$ cat config.mk
export PLATFORM = sky130hd
export DESIGN_NAME = fl_chan_ctrl
export DESIGN_NICKNAME = d
export VERILOG_FILES = /design/src/rtl/fl_chan_pkg.sv /design/src/rtl/fl_serial_rx.sv /design/src/rtl/fl_reg_bank.sv /design/src/rtl/fl_hold_timer.sv /design/src/rtl/fl_chan_ctrl.sv
export SDC_FILE = /design/constraint.sdc
export NUM_CORES = 1
export LEC_CHECK = 0
export ABC_AREA = 1
export BUFFER_PORTS_ARGS = -buffer_cell sky130_fd_sc_hd__buf_2
export CORE_ASPECT_RATIO = 1.4
export CORE_MARGIN = 2
export CORE_UTILIZATION = 46
export CTS_CLUSTER_DIAMETER = 200
export DETAILED_ROUTE_END_ITERATION = 10
export GPL_TIMING_DRIVEN = 0
export PLACE_DENSITY = 0.71
export REMOVE_ABC_BUFFERS = 1
export SYNTH_ARGS = -nofsm -noshare
export SYNTH_HDL_FRONTEND = slang
export SYNTH_SLANG_ARGS = --single-unit
$ cat constraint.sdc
create_clock -name clk -period 1.8 [get_ports clk]
set_input_delay 0.36 -clock clk [delete_from_list [all_inputs] [get_ports clk]]
set_output_delay 0.36 -clock clk [all_outputs]
set_load 0.05 [all_outputs]
$ cat src/rtl/fl_chan_pkg.sv
package fl_chan_pkg;
   localparam int WORD_W   = 24;
   localparam int ADDR_W   = 3;
   localparam int INT_W    = 8;
   localparam int FRAC_W   = 12;
   localparam int CP_W     = 4;
   localparam int TMR_W    = 10;
   localparam int NUM_SW   = 3;
   // field positions inside a serial word
   localparam int FRAC_LSB = ADDR_W;
   localparam int INT_LSB  = FRAC_LSB + FRAC_W;
   localparam int RSV_BIT  = INT_LSB + INT_W;
   localparam int MOD_LSB  = ADDR_W;
   localparam int CPN_LSB  = MOD_LSB + FRAC_W;
   localparam int TLO_LSB  = ADDR_W;
   localparam int THI_LSB  = TLO_LSB + TMR_W;

   typedef enum logic [ADDR_W-1:0] {
      SEL_CHAN = 3'd0,
      SEL_LOOP = 3'd1,
      SEL_TMA  = 3'd2,
      SEL_TMB  = 3'd3
   } sel_e;

   typedef logic [TMR_W-1:0] tmo_t;
endpackage

$ cat src/rtl/fl_serial_rx.sv
module fl_serial_rx
   import fl_chan_pkg::*;
#(
   parameter int SYNC_N = 2
) (
   input  logic              clk,
   input  logic              rst_n,
   input  logic              ser_clk,
   input  logic              ser_data,
   input  logic              ser_le,
   output logic [WORD_W-1:0] word,
   output logic              word_vld
);
   logic [SYNC_N-1:0] sck_q, sdt_q, sle_q;
   logic              sck_d, sle_d;

   always_ff @(posedge clk) begin
      if (!rst_n) begin
         sck_q <= '0;
         sdt_q <= '0;
         sle_q <= '0;
         sck_d <= 1'b0;
         sle_d <= 1'b0;
         word  <= '0;
      end else begin
         sck_q <= {sck_q[SYNC_N-2:0], ser_clk};
         sdt_q <= {sdt_q[SYNC_N-2:0], ser_data};
         sle_q <= {sle_q[SYNC_N-2:0], ser_le};
         sck_d <= sck_q[SYNC_N-1];
         sle_d <= sle_q[SYNC_N-1];
         if (sck_q[SYNC_N-1] && !sck_d)
            word <= {word[WORD_W-2:0], sdt_q[SYNC_N-1]};
      end
   end

   assign word_vld = sle_q[SYNC_N-1] & ~sle_d;
endmodule

$ cat src/rtl/fl_reg_bank.sv
module fl_reg_bank
   import fl_chan_pkg::*;
#(
   parameter int                INT_MIN = 26,
   parameter logic [FRAC_W-1:0] MOD_RST = 12'd4095,
   parameter logic [CP_W-1:0]   CP_RST  = 4'd0
) (
   input  logic              clk,
   input  logic              rst_n,
   input  logic [WORD_W-1:0] word,
   input  logic              word_vld,
   output logic [INT_W-1:0]  int_act,
   output logic [FRAC_W-1:0] frac_act,
   output logic [FRAC_W-1:0] mod_act,
   output logic [CP_W-1:0]   cpn_act,
   output logic              word_err,
   output logic              commit,
   output tmo_t              tmo_cp,
   output tmo_t [NUM_SW-1:0] tmo_sw
);
   localparam logic [INT_W-1:0] INT_LO = INT_W'(INT_MIN);

   sel_e              sel;
   logic [INT_W-1:0]  w_int;
   logic [FRAC_W-1:0] w_frac;
   logic              chan_ok;

   logic [FRAC_W-1:0] sh_mod;
   logic [CP_W-1:0]   sh_cpn;
   tmo_t              sh_tcp;
   tmo_t [NUM_SW-1:0] sh_tsw;

   logic              pend_vld, pend_ok;
   logic [INT_W-1:0]  pend_int;
   logic [FRAC_W-1:0] pend_frac;

   assign sel     = sel_e'(word[ADDR_W-1:0]);
   assign w_int   = word[INT_LSB +: INT_W];
   assign w_frac  = word[FRAC_LSB +: FRAC_W];
   assign chan_ok = !word[RSV_BIT] && (w_int >= INT_LO) && (w_frac < sh_mod);

   always_ff @(posedge clk) begin
      if (!rst_n) begin
         sh_mod    <= MOD_RST;
         sh_cpn    <= CP_RST;
         sh_tcp    <= '0;
         sh_tsw    <= '0;
         pend_vld  <= 1'b0;
         pend_ok   <= 1'b0;
         pend_int  <= INT_LO;
         pend_frac <= '0;
         int_act   <= INT_LO;
         frac_act  <= '0;
         mod_act   <= MOD_RST;
         cpn_act   <= CP_RST;
         word_err  <= 1'b0;
      end else begin
         pend_vld <= 1'b0;
         if (word_vld) begin
            unique case (sel)
               SEL_CHAN: begin
                  pend_vld  <= 1'b1;
                  pend_ok   <= chan_ok;
                  pend_int  <= w_int;
                  pend_frac <= w_frac;
               end
               SEL_LOOP: begin
                  sh_mod <= word[MOD_LSB +: FRAC_W];
                  sh_cpn <= word[CPN_LSB +: CP_W];
               end
               SEL_TMA: begin
                  sh_tcp    <= word[TLO_LSB +: TMR_W];
                  sh_tsw[0] <= word[THI_LSB +: TMR_W];
               end
               SEL_TMB: begin
                  sh_tsw[1] <= word[TLO_LSB +: TMR_W];
                  sh_tsw[2] <= word[THI_LSB +: TMR_W];
               end
               default: ;
            endcase
         end
         // second stage: apply on the following reference edge
         if (pend_vld) begin
            word_err <= ~pend_ok;
            if (pend_ok) begin
               int_act  <= pend_int;
               frac_act <= pend_frac;
               mod_act  <= sh_mod;
               cpn_act  <= sh_cpn;
            end
         end
      end
   end

   assign commit = pend_vld & pend_ok;
   assign tmo_cp = sh_tcp;
   assign tmo_sw = sh_tsw;
endmodule

$ cat src/rtl/fl_hold_timer.sv
module fl_hold_timer #(
   parameter int W = 10
) (
   input  logic         clk,
   input  logic         rst_n,
   input  logic         load,
   input  logic [W-1:0] count,
   output logic         active
);
   logic [W-1:0] cnt_q;

   always_ff @(posedge clk) begin
      if (!rst_n)
         cnt_q <= '0;
      else if (load)
         cnt_q <= count;
      else if (cnt_q != '0)
         cnt_q <= cnt_q - 1'b1;
   end

   assign active = (cnt_q != '0);
endmodule

$ cat src/rtl/fl_chan_ctrl.sv
module fl_chan_ctrl
   import fl_chan_pkg::*;
#(
   parameter int                SYNC_N  = 2,
   parameter int                INT_MIN = 26,
   parameter logic [FRAC_W-1:0] MOD_RST = 12'd4095,
   parameter logic [CP_W-1:0]   CP_RST  = 4'd0
) (
   input  logic              clk,
   input  logic              rst_n,
   input  logic              ser_clk,
   input  logic              ser_data,
   input  logic              ser_le,
   output logic [INT_W-1:0]  int_val,
   output logic [FRAC_W-1:0] frac_val,
   output logic [CP_W-1:0]   cp_code,
   output logic [NUM_SW-1:0] sw_close,
   output logic              word_err
);
   localparam logic [CP_W-1:0] CP_MAX = {CP_W{1'b1}};

   if (SYNC_N < 2) begin : g_bad_sync
      $error("SYNC_N must be at least 2");
   end
   if (INT_MIN < 1 || INT_MIN >= (1 << INT_W)) begin : g_bad_int
      $error("INT_MIN out of integer field range");
   end
   if (MOD_RST == '0) begin : g_bad_mod
      $error("MOD_RST must be nonzero");
   end

   logic [WORD_W-1:0] word;
   logic              word_vld;
   logic [FRAC_W-1:0] mod_act;
   logic [CP_W-1:0]   cpn_act;
   logic              commit;
   tmo_t              tmo_cp;
   tmo_t [NUM_SW-1:0] tmo_sw;
   logic              cp_hold;

   fl_serial_rx #(.SYNC_N(SYNC_N)) u_rx (
      .clk      (clk),
      .rst_n    (rst_n),
      .ser_clk  (ser_clk),
      .ser_data (ser_data),
      .ser_le   (ser_le),
      .word     (word),
      .word_vld (word_vld)
   );

   fl_reg_bank #(
      .INT_MIN (INT_MIN),
      .MOD_RST (MOD_RST),
      .CP_RST  (CP_RST)
   ) u_bank (
      .clk      (clk),
      .rst_n    (rst_n),
      .word     (word),
      .word_vld (word_vld),
      .int_act  (int_val),
      .frac_act (frac_val),
      .mod_act  (mod_act),
      .cpn_act  (cpn_act),
      .word_err (word_err),
      .commit   (commit),
      .tmo_cp   (tmo_cp),
      .tmo_sw   (tmo_sw)
   );

   fl_hold_timer #(.W(TMR_W)) u_cp_tmr (
      .clk    (clk),
      .rst_n  (rst_n),
      .load   (commit),
      .count  (tmo_cp),
      .active (cp_hold)
   );

   for (genvar k = 0; k < NUM_SW; k++) begin : g_sw
      fl_hold_timer #(.W(TMR_W)) u_sw_tmr (
         .clk    (clk),
         .rst_n  (rst_n),
         .load   (commit),
         .count  (tmo_sw[k]),
         .active (sw_close[k])
      );
   end

   assign cp_code = cp_hold ? CP_MAX : cpn_act;
endmodule

# Word level (Yosys, flattened, before mapping)
# Index checks and enable logic that the tools add are counted.
totals:
  regBits: 175
  in_bits: 5
  out_inout_bits: 28
  wordCells: 67
op_classes:
  addsub: 4
  magnitude_cmp: 2
  n_eq_ne: 3
  mux: 10
  n_bitwise: 4
  reduce_logical: 20
ops:
  columns: ["cell", "n"]
  rows:
  - ["10-bit 2-to-1 mux", 8]
  - ["10-bit nonzero test", 4]
  - ["10-bit by 1-bit subtractor with 10-bit output (second input constant)", 4]
  - ["12-bit less-than comparator", 1]
  - ["2-bit AND reduction", 6]
  - ["8-bit by 5-bit greater-or-equal comparator with 1-bit output (second input constant)", 1]
  - ["2-bit nonzero test", 4]
  - ["3-bit by 2-bit == test with 1-bit output (second input constant)", 2]
  - ["4-bit 2-to-1 mux", 1]
  - ["3-bit by 1-bit == test with 1-bit output (second input constant)", 1]
  - ["1-bit logical AND", 3]
  - ["3-bit zero test", 1]
  - ["1-bit bitwise AND", 2]
  - ["1-bit zero test", 2]
  - ["1-bit inverter", 2]
  - ["1-bit 2-to-1 mux", 1]

# Longest topological paths before layout
# Gate-level depths: netlist (run 1).
depth:
  depth_word: 3
  ltp_mapped: 9

# Modules after synthesis
# Synthesis (run 1) repeated with hierarchy kept, for this count alone.
unflattened:
  hier_cells: 1158
  area_unflattened_um2: 8369.3
by_module_without_submodules:
  columns: ["module", "instances", "cells_each", "area_per_inst_um2"]
  rows:
  - ["fl_reg_bank", 1, 526, 4289.1]
  - ["fl_hold_timer", 4, 110, 694.4]
  - ["fl_serial_rx", 1, 183, 1268.7]
  - ["fl_chan_ctrl", 1, 9, 33.8]

# Worst setup path before layout (run 1)
# OpenSTA, ideal clock, no wires.
synth_timing:
  kind: "reg-to-output"
  startpoint: "reg u_cp_tmr.cnt_q[0]"
  endpoint: "out cp_code[0]"
  t_arrival_ps: 1303
  required_time_ps: 1440
  setup_slack_ps: 137
  path_stages_with_launch: 7
  path_buffers: 0
  cell_sequence: "dfxtp_1 -> inv_1 -> ha_1 -> nand2_1 -> nor2_1 -> nand3_1 -> or2_2"
synth_between:
  elab_chain_cells: 2
synth_lines:
  columns: ["element", "line_no", "rtl"]
  rows:
  - ["from (decl)", "fl_hold_timer.sv:10", "logic [W-1:0] cnt_q;"]
  - ["from (signal assigned)", "fl_hold_timer.sv:16", "cnt_q <= count;"]
  - ["from (signal assigned)", "fl_hold_timer.sv:18", "cnt_q <= cnt_q - 1'b1;"]
  - ["10-bit nonzero test", "fl_hold_timer.sv:21", "assign active = (cnt_q != '0);"]
  - ["4-bit 2-to-1 mux", "fl_chan_ctrl.sv:88", "assign cp_code = cp_hold ? CP_MAX : cpn_act;"]
  - ["to (decl)", "fl_chan_ctrl.sv:16", "output logic [CP_W-1:0] cp_code,"]
# Every way passes these cells.

# Worst setup path after layout (run 1)
# Same ends and word-level chain as after synthesis.

==> results of run 1 <==
-- Yosys cell counts, drive strengths merged --
| master | number | share of area, % |
|---|---|---|
| nor2 | 222 | 12 |
| dfxtp | 175 | 49 |
| nand2 | 136 | 7.2 |
| o21ai | 135 | 9.4 |
| inv | 73 | 3.8 |
| a21oi | 57 | 4.0 |
| clkbuf | 28 | 1.5 |
| buf | 23 | 2.0 |
| nand3 | 23 | 1.9 |
| o211ai | 20 | 2.1 |
| ha | 15 | 2.6 |
| nor3 | 15 | 1.0 |
| nand4 | 8 | 0.70 |
| or2 | 8 | 0.73 |
| xor2 | 5 | 0.61 |
| nand3b | 4 | 0.42 |
| a22oi | 3 | 0.31 |
| a31oi | 3 | 0.26 |
| a211oi | 2 | 0.21 |
| mux2i | 1 | 0.14 |
| nor4 | 1 | 0.30 |
| o21a | 1 | 0.10 |
| o21bai | 1 | 0.10 |
| xnor2 | 1 | 0.12 |
-- path summary, 6_finish.rpt --
check,startpoint,to,slack (ps),depth (start not counted)
worst min register to register,u_rx.sle_q[0],u_rx.sle_q[1],410,2
worst max register to register,u_rx.sle_q[1],u_bank.pend_ok,70,7
worst min-delay path,ser_clk,u_rx.sck_q[0],110,3
worst max-delay path,u_cp_tmr.cnt_q[0],cp_code[0],-230,7
-- registers in the layout (all words and copies together), names as in the netlist, 8 cells and up --
signal,flops
u_bank.tmo_cp,10
u_bank.sh_mod,12
u_bank.frac_act,12
u_bank.tmo_sw,30
u_rx.word,24
g_sw.u_sw_tmr.cnt_q,30
u_cp_tmr.cnt_q,10
u_bank.pend_frac,12
u_bank.pend_int,8
u_bank.int_act,8
-- logic make-up after synthesis --
kind of cell / count (synthesis)
flip-flops: 175
AND/OR/NAND/NOR: 417
buffers and inverters: 124
AO/OA/AOI/OAI: 222
XOR/XNOR: 6
multiplexers: 1
adder cells (fa/ha/maj): 15
-- routing by layer --
metal | wire (um) | vias to the layer above | part of all wire (%) | GRT usage, %
li1 | - | 3211 | - | -
met1 | 7620 | 3024 | 43 | 24.3
met2 | 9170 | 123 | 52 | 38.2
met3 | 498 | 33 | 2.8 | 3.34
met4 | 403 | 0 | 2.3 | 7.47
met5 | 0 | - | 0 | 0
-- stage by stage --
step,util [%],hold WS (ps),setup WS (ps)
after floorplan,-,390,-179
after global placement,47.6,393,-1870
after detailed placement,47.9,397,-1120
after CTS,54.9,108,-240
after global routing,55.8,125,-289
final,55.8,115,-229
-- worst register-to-register path, cell delays in order (launching register included) --
cell	delay, ps
dfxtp_1	320
inv_1	40
or2_4	270
nor2_2	190
nand2_4	240
inv_6	280
nand4_1	160
a21oi_1	150
-- what timing repair did --
item | 4_1_cts | 5_1_grt
pin swaps | 13 | 10
setup buffers | 25 | 10
cloned | 2 | 3
hold endpoints to repair | 0 | 0
resized for setup | 78 | 12
endpoints found under the setup margin | 134 | 39
-- final cells by class --
cell class / instances / area, sq um / share of cell area [%]
clock inverters: 9 / 159 / 1.85
multi-input cells: 664 / 3370 / 39.2
repair inverters: 2 / 12.5 / 0.146
clock buffers: 21 / 460 / 5.36
repair buffers: 67 / 515 / 6.00
flip-flops and latches: 175 / 3510 / 40.9
well taps: 196 / 245 / 2.86
inverters: 73 / 317 / 3.69
-- power groups by stage --
stage	Sequential [W]	Clock, W	Combinational [W]
detailed placement	0.00468	0	0.00309
global route	0.00469	0.00409	0.00480
global placement	0.00467	0	0.00303
finish	0.00464	0.00389	0.00433
CTS	0.00463	0.00393	0.00405
floorplan	0.00460	0	0.00252
==> flow_summary_export.csv, run 1 <==
group,metric,value,unit
power,power.total,0.0129,W
timing,setup_violations,6,
worst_setup_path,path_delay_family,"simple AND/OR/NAND/NOR gates",
routing,wl_per_cell,14.7,um
global_routing,grt_pass1_vias,5856,
timing,finalSetupTns,-1020,ps
synthesis,avgSynthCellArea,7.47,sq um
timing,slew_headroom,52.2,%
layout,post-route-cell-area,0.00859,sq mm
routing,totalWireLength,17700,um
global_routing,grt_overflow_total,0,
global_routing,grt_pass1_wl,27500,um
cts,clock_latency,420,ps
synthesis,syn_inst,960,
placement,place_congestion,0.829,
cts,path_clk_slew,60,ps
worst_setup_path,worstPathArrival,1670,ps
cts,clockRootBuffer,"clkbuf_16",
power,p_int,0.00862,W
placement,port_buffers,32,
worst_setup_path,cp_cell_sequence,"inv_2 -> ha_4 -> nand2_4 -> nor2_4 -> nand3_4 -> or2_4 -> buf_8",
synthesis,synth.area.mux_share,0.140,%
power,comb_power_share,33.7,%
synthesis,synth-simple-area-share,23.9,%
cts,clkSinkCount,175,
worst_setup_path,path_buf_inv,2,
layout,drive_gt1_share,16.1,%
routing,first_iter_violations,385,
global_routing,antenna_found_initial,0,
global_routing,grt_usage,20.9,%
timing,final_hold_viol_count,0,
worst_setup_path,crit_type,"reg2out",
synthesis,seq_area_frac_synth,48.8,%
floorplan,die_h,152,um
timing,rsz0062_at_grt,"yes",
layout,final_common_cell,"nor2_1",
layout,num-nets-final,1020,
routing,post-route-drc-count,0,
power,peakVddDrop,0.986,mV
synthesis,ys_seq_elements,175,
synthesis,synth_xor_xnor_area_share,0.732,%
floorplan,initial_core_util,46.6,%
floorplan,coreArea,0.0154,sq mm
synthesis,ys_types,33,
power,p_leak,3.86,nW
power,power.net_switching,0.00425,W
synthesis,synth-adder-area-share,2.62,%
cts,cts_tree,"built",
power,p_seq_share,36.1,%
timing,finalWorstSetupSlack,-229,ps
hold_path,hold_path_class,"in2reg",
timing,fin_worst_skew,7.67,ps
status,violations,"setup timing",
cts,cts_made_buffers,17,
routing,drt_pass1_iterations,5,
layout,antennaDiodeCount,0,
timing,fin_crit_sh,113,%
worst_setup_path,max_stage_delay,340,ps
synthesis,netlist_area,0.00717,sq mm
routing,viasPerCell,5.29,
cts,htree_levels,4,
cts,cts_buffer_depth,2,
timing,layout_min_cycle_time,2030,ps
layout,most-common-layout-cells,"nor2_1 (210), dfxtp_1 (166), o21ai_0 (131), nand2_1 (130), a21oi_1 (57)",
timing,clock.fmax,493,MHz
timing,worst_pin_slew,711,ps
layout,fin_cells,1207,
worst_setup_path,end_kind,"output pin",
worst_setup_path,cp_slowest_cell,"dfxtp_2",
power,switching_share,33.0,%
placement,dp.final_hpwl,9720,um
flow_run,drv_cap,0,
synthesis,ys_warn_count,0,
routing,vias,6391,
placement,dp_cells,1139,
worst_setup_path,crit_fanout,5,
status,status,"finished with violations",
floorplan,core.rowCount,54,
power,power_density,1500,mW/mm^2
layout,syn2layout_area_growth,19.7,%
floorplan,pin_count,33,
routing,final_antenna_net_count,0,
global_routing,grt_max_degree,106,
synthesis,synth_compound_area_share,16.5,%
layout,nFillCells,1392,
worst_setup_path,worstPathRequired,1440,ps
power,p_clk_share,30.2,%
synthesis,synth_top_family_by_area,"simple AND/OR/NAND/NOR gates",
worst_setup_path,startpoint_type,"register",
cts,postCtsHoldBufs,0,
floorplan,die_w,110,um
timing,finalMaxSlewViolations,0,
floorplan,dieArea,0.0166,sq mm
placement,place_area,0.00737,sq mm
Power figures use the tool's default switching activity.
==> run 2, diff against run 1 <==
--- a/config.mk
+++ b/config.mk
@@ -6,14 +6,14 @@
 export NUM_CORES = 1
 export LEC_CHECK = 0
 export ABC_AREA = 1
-export BUFFER_PORTS_ARGS = -buffer_cell sky130_fd_sc_hd__buf_2
 export CORE_ASPECT_RATIO = 1.4
 export CORE_MARGIN = 2
 export CORE_UTILIZATION = 46
 export CTS_CLUSTER_DIAMETER = 200
 export DETAILED_ROUTE_END_ITERATION = 10
+export DONT_BUFFER_PORTS = 1
 export GPL_TIMING_DRIVEN = 0
-export PLACE_DENSITY = 0.71
+export PLACE_DENSITY = 0.69
 export REMOVE_ABC_BUFFERS = 1
 export SYNTH_ARGS = -nofsm -noshare
 export SYNTH_HDL_FRONTEND = slang
==> run 2 against run 1 <==
Setup slack improved by 54 ps. Maximum frequency increased by 2.7%. Sequential power about the same. Register-to-register slack improved by 30 ps. Critical path type unchanged. The flow still finishes with violations (setup timing).
==> flow_summary_export.csv, run 2 (synthesis results as in run 1) <==
group,metric,value,unit
cts,clock_latency,430,ps
timing,rsz0062_at_grt,"yes",
floorplan,die_h,152,um
floorplan,coreArea,0.0154,sq mm
power,p_seq_share,37.5,%
floorplan,die_w,110,um
worst_setup_path,cp_slowest_cell,"dfxtp_2",
power,p_int,0.00823,W
timing,finalMaxSlewViolations,0,
worst_setup_path,crit_fanout,5,
worst_setup_path,startpoint_type,"register",
power,p_leak,3.64,nW
power,comb_power_share,32.0,%
worst_setup_path,rr_worst_depth,11,
routing,post-route-drc-count,0,
worst_setup_path,crit_end,"cp_code[0]",
cts,clkSinkCount,175,
routing,final_antenna_net_count,0,
global_routing,grt_overflow_total,0,
cts,path_clk_slew,70,ps
worst_setup_path,worstPathArrival,1620,ps
placement,dp.final_hpwl,9500,um
worst_setup_path,worstPathRequired,1440,ps
routing,totalWireLength,17400,um
timing,clock.fmax,506,MHz
power,peakVddDrop,0.897,mV
timing,setup_violations,5,
cts,cts_made_buffers,17,
worst_setup_path,max_stage_delay,330,ps
floorplan,core.rowCount,54,
power,switching_share,33.7,%
timing,finalWorstSetupSlack,-175,ps
power,power.net_switching,0.00418,W
floorplan,dieArea,0.0166,sq mm
worst_setup_path,r2r_end,"g_sw[2].u_sw_tmr.cnt_q[8]",
power,power_density,1490,mW/mm^2
placement,place_congestion,0.788,
routing,viasPerCell,5.21,
status,status,"finished with violations",
floorplan,initial_core_util,46.6,%
layout,syn2layout_area_growth,15.9,%
power,power.total,0.0124,W
cts,htree_levels,4,
timing,fin_crit_sh,110,%
cts,cts_buffer_depth,2,
layout,most-common-layout-cells,"nor2_1 (210), dfxtp_1 (165), nand2_1 (130), o21ai_0 (130)",
hold_path,min_from,"rst_n",
worst_setup_path,crit_type,"reg2out",
flow_run,drv_cap,0,
cts,clockRootBuffer,"clkbuf_16",
status,violations,"setup timing",
global_routing,grt_pass1_wl,27400,um
layout,post-route-cell-area,0.00831,sq mm
routing,drt_pass1_iterations,5,
routing,first_iter_violations,356,
timing,final_hold_viol_count,0,
timing,fin_worst_skew,6.75,ps
cts,cts_tree,"built",
global_routing,grt_pass1_vias,5691,
worst_setup_path,cp_cell_sequence,"inv_2 -> ha_4 -> nand2_4 -> nor2_4 -> nand3_4 -> or2_4",
global_routing,grt_usage,21.2,%
routing,wl_per_cell,14.9,um
placement,place_area,0.00718,sq mm
layout,drive_gt1_share,13.4,%
global_routing,grt_max_degree,146,
layout,antennaDiodeCount,0,
layout,num-nets-final,983,
worst_setup_path,startpoint,"u_cp_tmr.cnt_q[1]",
timing,slew_headroom,35.5,%
worst_setup_path,end_kind,"output pin",
worst_setup_path,r2r-start,"g_sw[2].u_sw_tmr.cnt_q[0]",
hold_path,hold_path_class,"in2reg",
power,p_clk_share,30.5,%
worst_setup_path,reg2reg_slack,100,ps
placement,port_buffers,0,
global_routing,antenna_found_initial,0,
floorplan,pin_count,33,
timing,worst_pin_slew,967,ps
routing,vias,6101,
timing,layout_min_cycle_time,1980,ps
hold_path,hold_depth,1,
layout,final_common_cell,"nor2_1",
-- run 2: repair_timing --
| item | CTS | global route |
|---|---|---|
| setup endpoints to repair | 149 | 60 |
| pin swaps | 16 | 16 |
| hold buffers | 0 | 0 |
| cloned | 2 | 3 |
| buffers inserted | 23 | 8 |
| resized for setup | 62 | 15 |
-- run 2: layout make-up --
cell class              count  area (sq um)
fillers                  1474          7090
flip-flops and latches    175          3520
multi-input cells         664          3390
clock buffers              22           474
inverters                  73           314
well taps                 196           245
repair buffers             30           225
clock inverters            10           134
repair inverters            2          15.0
-- run 2: worst min-delay path by stage --
stage	endpoint	slack [ps]
2_1_floorplan	u_rx.sck_q[1]	390
3_3_place_gp	u_rx.sck_q[1]	390
3_5_place_dp	u_rx.sck_q[1]	400
4_1_cts	u_rx.sle_q[0]	20
5_1_grt	u_rx.sck_q[0]	20
6_report	u_bank.int_act[3]	30
-- run 2: routing by layer --
metal  GRT usage, %  share of wire (%)  up-vias
li1               -                  -     3137
met3           4.19                3.6       24
met1           24.3                 42     2834
met5              0                  0        -
met4           8.73                2.3        0
met2           38.1                 52      106
-- run 2: critical path: cells and delay by family, from the launching register on --
kind,cells,cell delay (ps)
fa+ha+maj,1,150
flops,1,330
buf+inv,1,70
simple gates,4,630
-- run 2: through the flow --
step                hold WS (ps)  TNS [ps]  util (%)  cells  worst slack (ps)
floorplan                    390     -2820         -    909              -179
global placement             394    -81850      46.6   1105             -1170
detailed placement           397    -71760      46.6   1105             -1140
CTS                         15.5      -761      53.1   1162              -200
global route                21.0     -1210      54.0   1172              -265
finish                      25.4      -710      54.0   1172              -175
-- run 2: power groups by stage --
stage | logic [W] | clock network [W] | registers, W
6_report | 0.00397 | 0.00379 | 0.00465
2_1_floorplan | 0.00252 | 0 | 0.00460
4_1_cts | 0.00373 | 0.00384 | 0.00463
5_1_grt | 0.00449 | 0.00399 | 0.00470
3_5_place_dp | 0.00295 | 0 | 0.00469
3_3_place_gp | 0.00290 | 0 | 0.00468
